**config.mk**
```make
export PLATFORM = sky130hd
export DESIGN_NAME = tlb_fa
export DESIGN_NICKNAME = d
export VERILOG_FILES = /design/src/rtl/tlb_pkg.sv /design/src/rtl/tlb_first_one.sv /design/src/rtl/tlb_lfsr.sv /design/src/rtl/tlb_fa.sv
export SDC_FILE = /design/constraint.sdc
export NUM_CORES = 2
export LEC_CHECK = 0
export BUFFER_PORTS_ARGS = -buffer_cell sky130_fd_sc_hd__buf_2
export CORE_MARGIN = 1
export CORE_UTILIZATION = 59
export CTS_BUF_LIST = sky130_fd_sc_hd__clkbuf_8
export DETAILED_ROUTE_END_ITERATION = 8
export PLACE_DENSITY = 0.76
export SLEW_MARGIN = 10
export SYNTH_ARGS = -nofsm -noshare
export SYNTH_HDL_FRONTEND = slang
export SYNTH_SLANG_ARGS = --single-unit
```
**constraint.sdc**
```tcl
create_clock -name clk -period 9.55 [get_ports clk]
set_input_delay 0 -clock clk [delete_from_list [all_inputs] [get_ports clk]]
set_output_delay 0 -clock clk [all_outputs]
set_load 0.005 [all_outputs]
```
**src/rtl/tlb_pkg.sv**
```systemverilog
package tlb_pkg;

  typedef struct packed {
    logic rd;
    logic wr;
    logic usr;
  } perm_t;

  // Access check: read or write right by direction, user right only in user mode
  function automatic logic perm_fault(perm_t p, logic is_write, logic is_user);
    logic dir_bad;
    dir_bad = is_write ? !p.wr : !p.rd;
    return dir_bad || (is_user && !p.usr);
  endfunction

  function automatic logic tag_match(logic ent_valid, logic ent_glob,
                                     logic [31:0] ent_vpn, logic [31:0] req_vpn,
                                     logic [15:0] ent_asid, logic [15:0] req_asid);
    return ent_valid && (ent_vpn == req_vpn) && (ent_glob || ent_asid == req_asid);
  endfunction

endpackage

```
**src/rtl/tlb_first_one.sv**
```systemverilog
module tlb_first_one #(
  parameter int N = 16
) (
  input  logic [N-1:0]         vec,
  output logic                 any,
  output logic [$clog2(N)-1:0] idx
);
  localparam int IW = $clog2(N);

  always_comb begin
    any = 1'b0;
    idx = '0;
    for (int i = N - 1; i >= 0; i--) begin
      if (vec[i]) begin
        any = 1'b1;
        idx = IW'(i);
      end
    end
  end
endmodule

```
**src/rtl/tlb_lfsr.sv**
```systemverilog
module tlb_lfsr #(
  parameter int          W    = 8,
  parameter logic [W-1:0] TAPS = 8'hB8
) (
  input  logic         clk,
  input  logic         rst_n,
  output logic [W-1:0] state
);
  always_ff @(posedge clk) begin
    if (!rst_n)        state <= W'(1);
    else if (state[0]) state <= (state >> 1) ^ TAPS;
    else               state <= state >> 1;
  end
endmodule

```
**src/rtl/tlb_fa.sv**
```systemverilog
module tlb_fa #(
  parameter int ENTRIES   = 16,
  parameter int ASID_W    = 8,
  parameter int VA_W      = 32,
  parameter int PA_W      = 32,
  parameter int PAGE_BITS = 12,
  parameter int LFSR_W    = 8,
  parameter logic [LFSR_W-1:0] LFSR_TAPS = 8'hB8
) (
  input  logic                      clk,
  input  logic                      rst_n,
  input  logic [VA_W-1:0]           lk_vaddr,
  input  logic [ASID_W-1:0]         lk_asid,
  input  logic                      lk_write,
  input  logic                      lk_user,
  output logic                      lk_hit,
  output logic [PA_W-1:0]           lk_paddr,
  output logic                      lk_fault,
  input  logic                      rf_valid,
  input  logic [VA_W-PAGE_BITS-1:0] rf_vpn,
  input  logic [ASID_W-1:0]         rf_asid,
  input  logic [PA_W-PAGE_BITS-1:0] rf_pfn,
  input  logic                      rf_global,
  input  logic                      rf_perm_r,
  input  logic                      rf_perm_w,
  input  logic                      rf_perm_u,
  output logic [$clog2(ENTRIES)-1:0] fill_slot,
  input  logic                      fl_all,
  input  logic                      fl_asid_en,
  input  logic [ASID_W-1:0]         fl_asid
);
  import tlb_pkg::*;

  localparam int VPN_W = VA_W - PAGE_BITS;
  localparam int PFN_W = PA_W - PAGE_BITS;
  localparam int IDX_W = $clog2(ENTRIES);

  // Entry storage
  logic [ENTRIES-1:0] valid_q;
  logic [ENTRIES-1:0] glob_q;
  logic [VPN_W-1:0]   vpn_q  [ENTRIES];
  logic [ASID_W-1:0]  asid_q [ENTRIES];
  logic [PFN_W-1:0]   pfn_q  [ENTRIES];
  perm_t              perm_q [ENTRIES];

  // Named internal events, observed by the checker
  logic [ENTRIES-1:0] lk_match, rf_match, kill;
  logic               lk_any, rf_match_any, free_any;
  logic [IDX_W-1:0]   lk_idx, rf_idx, free_idx;
  logic               fill_from_match, fill_from_free, fill_from_rand;
  logic [LFSR_W-1:0]  lfsr_q;

  logic [VPN_W-1:0] lk_vpn;
  assign lk_vpn = lk_vaddr[VA_W-1:PAGE_BITS];

  for (genvar i = 0; i < ENTRIES; i++) begin : g_cmp
    assign lk_match[i] = tag_match(valid_q[i], glob_q[i], 32'(vpn_q[i]), 32'(lk_vpn),
                                   16'(asid_q[i]), 16'(lk_asid));
    assign rf_match[i] = tag_match(valid_q[i], glob_q[i], 32'(vpn_q[i]), 32'(rf_vpn),
                                   16'(asid_q[i]), 16'(rf_asid));
    assign kill[i]     = fl_all || (fl_asid_en && !glob_q[i] && asid_q[i] == fl_asid);
  end

  tlb_first_one #(.N(ENTRIES)) u_lk_pick   (.vec(lk_match), .any(lk_any),       .idx(lk_idx));
  tlb_first_one #(.N(ENTRIES)) u_rf_pick   (.vec(rf_match), .any(rf_match_any), .idx(rf_idx));
  tlb_first_one #(.N(ENTRIES)) u_free_pick (.vec(~valid_q), .any(free_any),     .idx(free_idx));

  tlb_lfsr #(.W(LFSR_W), .TAPS(LFSR_TAPS)) u_lfsr (.clk(clk), .rst_n(rst_n), .state(lfsr_q));

  // Victim selection: existing mapping, then lowest free slot, then pseudo-random
  assign fill_from_match = rf_match_any;
  assign fill_from_free  = !rf_match_any && free_any;
  assign fill_from_rand  = !rf_match_any && !free_any;

  always_comb begin
    if (fill_from_match)     fill_slot = rf_idx;
    else if (fill_from_free) fill_slot = free_idx;
    else                     fill_slot = lfsr_q[IDX_W-1:0];
  end

  // Translation result
  always_comb begin
    lk_hit   = lk_any;
    lk_paddr = '0;
    lk_fault = 1'b0;
    if (lk_any) begin
      lk_paddr = {pfn_q[lk_idx], lk_vaddr[PAGE_BITS-1:0]};
      lk_fault = perm_fault(perm_q[lk_idx], lk_write, lk_user);
    end
  end

  // Entry update: invalidation first, a refill of the same slot wins
  for (genvar i = 0; i < ENTRIES; i++) begin : g_ent
    logic wr_here;
    assign wr_here = rf_valid && (fill_slot == IDX_W'(i));

    always_ff @(posedge clk) begin
      if (!rst_n) begin
        valid_q[i] <= 1'b0;
      end else if (wr_here) begin
        valid_q[i] <= 1'b1;
      end else if (kill[i]) begin
        valid_q[i] <= 1'b0;
      end
    end

    always_ff @(posedge clk) begin
      if (!rst_n) begin
        glob_q[i] <= 1'b0;
        vpn_q[i]  <= '0;
        asid_q[i] <= '0;
        pfn_q[i]  <= '0;
        perm_q[i] <= '0;
      end else if (wr_here) begin
        glob_q[i] <= rf_global;
        vpn_q[i]  <= rf_vpn;
        asid_q[i] <= rf_asid;
        pfn_q[i]  <= rf_pfn;
        perm_q[i] <= '{rd: rf_perm_r, wr: rf_perm_w, usr: rf_perm_u};
      end
    end
  end

endmodule

```
==> impl_results.md <==
* Largest net degree at the start of global routing at roughly 130
* Worst path required time at about 9.6 ns
* Crit path buf inv count at 3
* Row cnt at 104
* NumNets Final at around 4.3k
* HP Start: rf_vpn[5]
* Io pins at ~150
* Post-CTS sizing at 0
* RePlAce Congestion at about 0.93
* TritonCTS clock tree: yes
* Maximum clock path buffer count at 3
* Root Driver: clkbuf_8
* WHS Endpoint: vpn_q[1][125]
* Post-synthesis cell count at 4,124
* Layout Skew at between 0.06 and 0.07 ns
* Max_slew headroom at 0.211
* Busiest grt layer: met2
* Period Utilization, post-route at 0.656
* Cts hold-fix bufs at between 50 and 60
* Worst Path Arrival at approximately 6.3 ns
* Post-Syn Nets at between 4k and 5k
* Yosys top cell area share at 0.506
* Post-synth EDFFs at a little over 800
* Area taken by multi-input logic gates at roughly 21,000 um2
* Startpoint types: flip-flop
* Setup-failing EPs final at 0
* Max Freq at roughly 160 MHz
* Area growth syn-to-layout at 8.41%
* Worst setup path class: flip-flop to output pin
* Wirelength per Cell at between 20 and 30 um
* Cell taking the most area after synthesis: edfxtp_1
* Height of the die at roughly 290 um
* Routing usage on met2 at 0.543
* Period minus WS final at between 6 and 7 ns
* Hold slack at approximately 0.055 ns
* CTS clock-pin slew for the worst setup and hold paths at ~0.06 ns
* Top delay family on crit path: simple AND/OR/NAND/NOR gates
* Worst skew pair latency at a little over 0.8 ns
* Yosys reg bits at between 800 and 900
* RSZ-0062 raised after global routing: no
* Syn_area_per_cell at 11.7 um2
* Layout cells sized above 1 at 0.107
* CTS HTree Levels at 4
* Yosys warnings at 0
* CTS buffer count at 147
* Tightest Hold Check Type: primary input to flip-flop
* Initial core utilization at 0.599
* Worst setup EP type: output pin
* CP max FO at 56
* Max cap viols at 0
* Reg2reg path depth at 14
* Post-DRT Antenna Nets at 0
* Post CTS Setup Buffer Count at 0
* Aggregate routed wire length at 144 mm
* Critical R2R Launch: asid_q[1][46]
* Routed vias at 33.2k
* Area taken by flip-flops and latches at 25,300 um2
* Leak pwr at 20.5 nW
* Initial DRC count at about 3.7k
* Initial antenna violation count at 7
* Pins over their slew limit at 0
* Worst vdd ir at ~0.13 mV
* HPWL after detailed placement at 81.7 mm
* Post-synthesis cell area at around 48,000 um2
* Measured slew at the worst slew-check pin at 1.17 ns
* RR Endpoint: vpn_q[0][23]
* Synth Area in Adders at 0
* DR DRC count at 0
* Filler cells at slightly above 6k
* Met3 usage at 0.0603
* CORE AREA at 80,900 um2
* Status: complete, no violations
* Grt ovf at 0
* Cell Pwr Density at roughly 160 nW/um2
* Top post-synthesis cells by area: edfxtp_1, xor2_1, and2_1
* Clock sinks at 856
* Synth Area in Simple Gates at 0.176
* Worst-path cell chain: xor2_1 -> nor4_1 -> nand4_1 -> nor4_1 -> o311ai_4 -> a21oi_4 -> buf_4 -> buf_4 -> nor2b_1 -> a2111oi_0 -> nor4b_1 -> o32ai_1 -> buf_2
* Worst R2R Setup Slack at 3.78 ns
* Worst hold stages at 2
* Total die area at 83,300 um2
* First-pass GRT wire length at between 200 and 250 mm
* XOR/XNOR Fraction of Synth Area at 0.185
* Most common flop cell mapped by yosys: edfxtp_1
* Sequential area share after synthesis at 0.522
* Compound-cell area share of the yosys netlist at 0.0358
* CP max stage delay at just over 1 ns
* CP max stage cell: nor4_1
* Number of global-route vias before repair at ~33k
* Largest family of logic cells by synthesized area: XOR/XNOR gates
* Synth async-reset ratio at 0
* Post-synthesis mux area share at 0.0394
* Drt first pass iters at 5
* Port-buffer cells at ~140
* GRT Overall Usage at 0.343
* Die X at between 200 and 300 um
* Setup TNS at 0 ns
* Met1 usage at 0.445
* Yosys cell types at between 60 and 70
* Routed vias/inst at slightly above 6
* Hold Fails Final Rpt at 0
==> registers in the layout, indices dropped and copies added (netlist names) <==
| register | cells |
|---|---|
| pfn_q | 320 |
| vpn_q | 320 |
| asid_q | 128 |
| perm_q | 48 |
| glob_q | 16 |
| valid_q | 16 |
| u_lfsr.state | 8 |
==> kinds of logic after synthesis <==
family                    count (synthesis)
and+or+nand+nor                        1393
xor gates and xnor gates               1024
DFF                                     856
buffers and inverters                   405
AOI/OAI and AO/OA                       259
muxes                                   187
==> area by class of cell <==
cell class              instances  area share
diodes                          1   0.0000476
clock buffers                 150      0.0393
clock inverters               104      0.0126
inverters                      22     0.00160
multi-input cells            2863       0.405
flip-flops and latches        856       0.482
well taps                    1060      0.0253
repair buffers                267      0.0343
==> Yosys cell counts, types with 15 or more instances <==
cell type  number
a211oi_1       61
a21oi_1        81
a22oi_1        19
and2_1        523
and3_1        308
buf_2         109
buf_4          37
buf_6          30
clkbuf_1      204
dfxtp_1        40
edfxtp_1      816
inv_1          20
mux2i_1       184
nand2_1        67
nand3_1        31
nand4_1        83
nand4b_1       15
nor2_1         24
nor2b_1        63
nor3_1         34
nor4_1        195
o21ai_0        22
o21ai_1        23
xnor2_1       215
xor2_1        809
==> how the worst max path moves through the flow <==
stage / startpoint / end / slack [ns] / cells past startpoint
floorplan: asid_q[1][62] / asid_q[1][48] / 2.91 / 12
global placement: rf_asid[7] / pfn_q[1][16] / 3.82 / 15
detailed placement: rf_asid[7] / vpn_q[0][25] / 3.75 / 15
CTS: vpn_q[0][132] / lk_fault / 3.42 / 13
global route: vpn_q[1][67] / lk_fault / 3.04 / 15
finish: vpn_q[0][125] / lk_fault / 3.28 / 13
==> worst register-to-register path: stages (launching register included) <==
cell,delay [ns]
edfxtp_1,0.45
xor2_1,0.17
nor4_1,0.37
a21oi_1,0.22
nor4_1,0.66
a211oi_1,0.10
o211ai_1,0.28
nand3_1,0.11
a31oi_1,0.17
o21a_2,0.26
o21a_4,0.59
buf_4,0.93
nand2_1,0.26
nand2_2,0.12
buf_4,0.66
==> power by group <==
| part | switching [mW] | leakage, nW | internal (mW) |
|---|---|---|---|
| combinational | 0.551 | 10.4 | 0.279 |
| sequential | 0.109 | 8.65 | 4.27 |
| clock | 1.58 | 1.55 | 1.60 |
==> layout by cell type, fill, tap and decap left out, types with 5 or more instances in the layout <==
cell,count
edfxtp_1,816
xor2_1,809
and2_1,521
and3_1,307
xnor2_1,215
nor4_1,195
mux2i_1,184
clkbuf_8,150
buf_2,144
nand4_1,83
a21oi_1,81
buf_4,64
nor2b_1,63
inv_1,62
a211oi_1,61
dlygate4sd3_1,58
nand2_1,54
dfxtp_1,40
nor3_1,33
clkinv_1,33
nand3_1,31
o21ai_1,23
nor2_1,21
o21ai_0,19
a22oi_1,19
nand4b_1,15
or3_1,13
nand2_2,13
a31o_2,13
clkinv_2,11
or4_1,10
nor2_4,8
a21boi_0,6
inv_12,6
a32o_1,5
==> metrics by stage <==
| stage | total power, mW | utilization | setup slack (ns) | cells | area [um2] |
|---|---|---|---|---|---|
| floorplan | 4.99 | - | 2.91 | 4124 | 48400 |
| global placement | 5.23 | 0.608 | 3.82 | 5010 | 49200 |
| detailed placement | 5.24 | 0.608 | 3.75 | 5010 | 49200 |
| CTS | 8.38 | 0.649 | 3.42 | 5322 | 52500 |
| global route | 8.62 | 0.649 | 3.04 | 5323 | 52500 |
| finish | 8.38 | 0.649 | 3.28 | 5323 | 52500 |
==> metal layers <==
metal	share of wire	up-vias
li1	-	14618
met1	0.39	16262
met2	0.46	1876
met3	0.094	424
met4	0.058	6
met5	0.00026	-
Note: power is estimated with default switching activity, not from simulation.
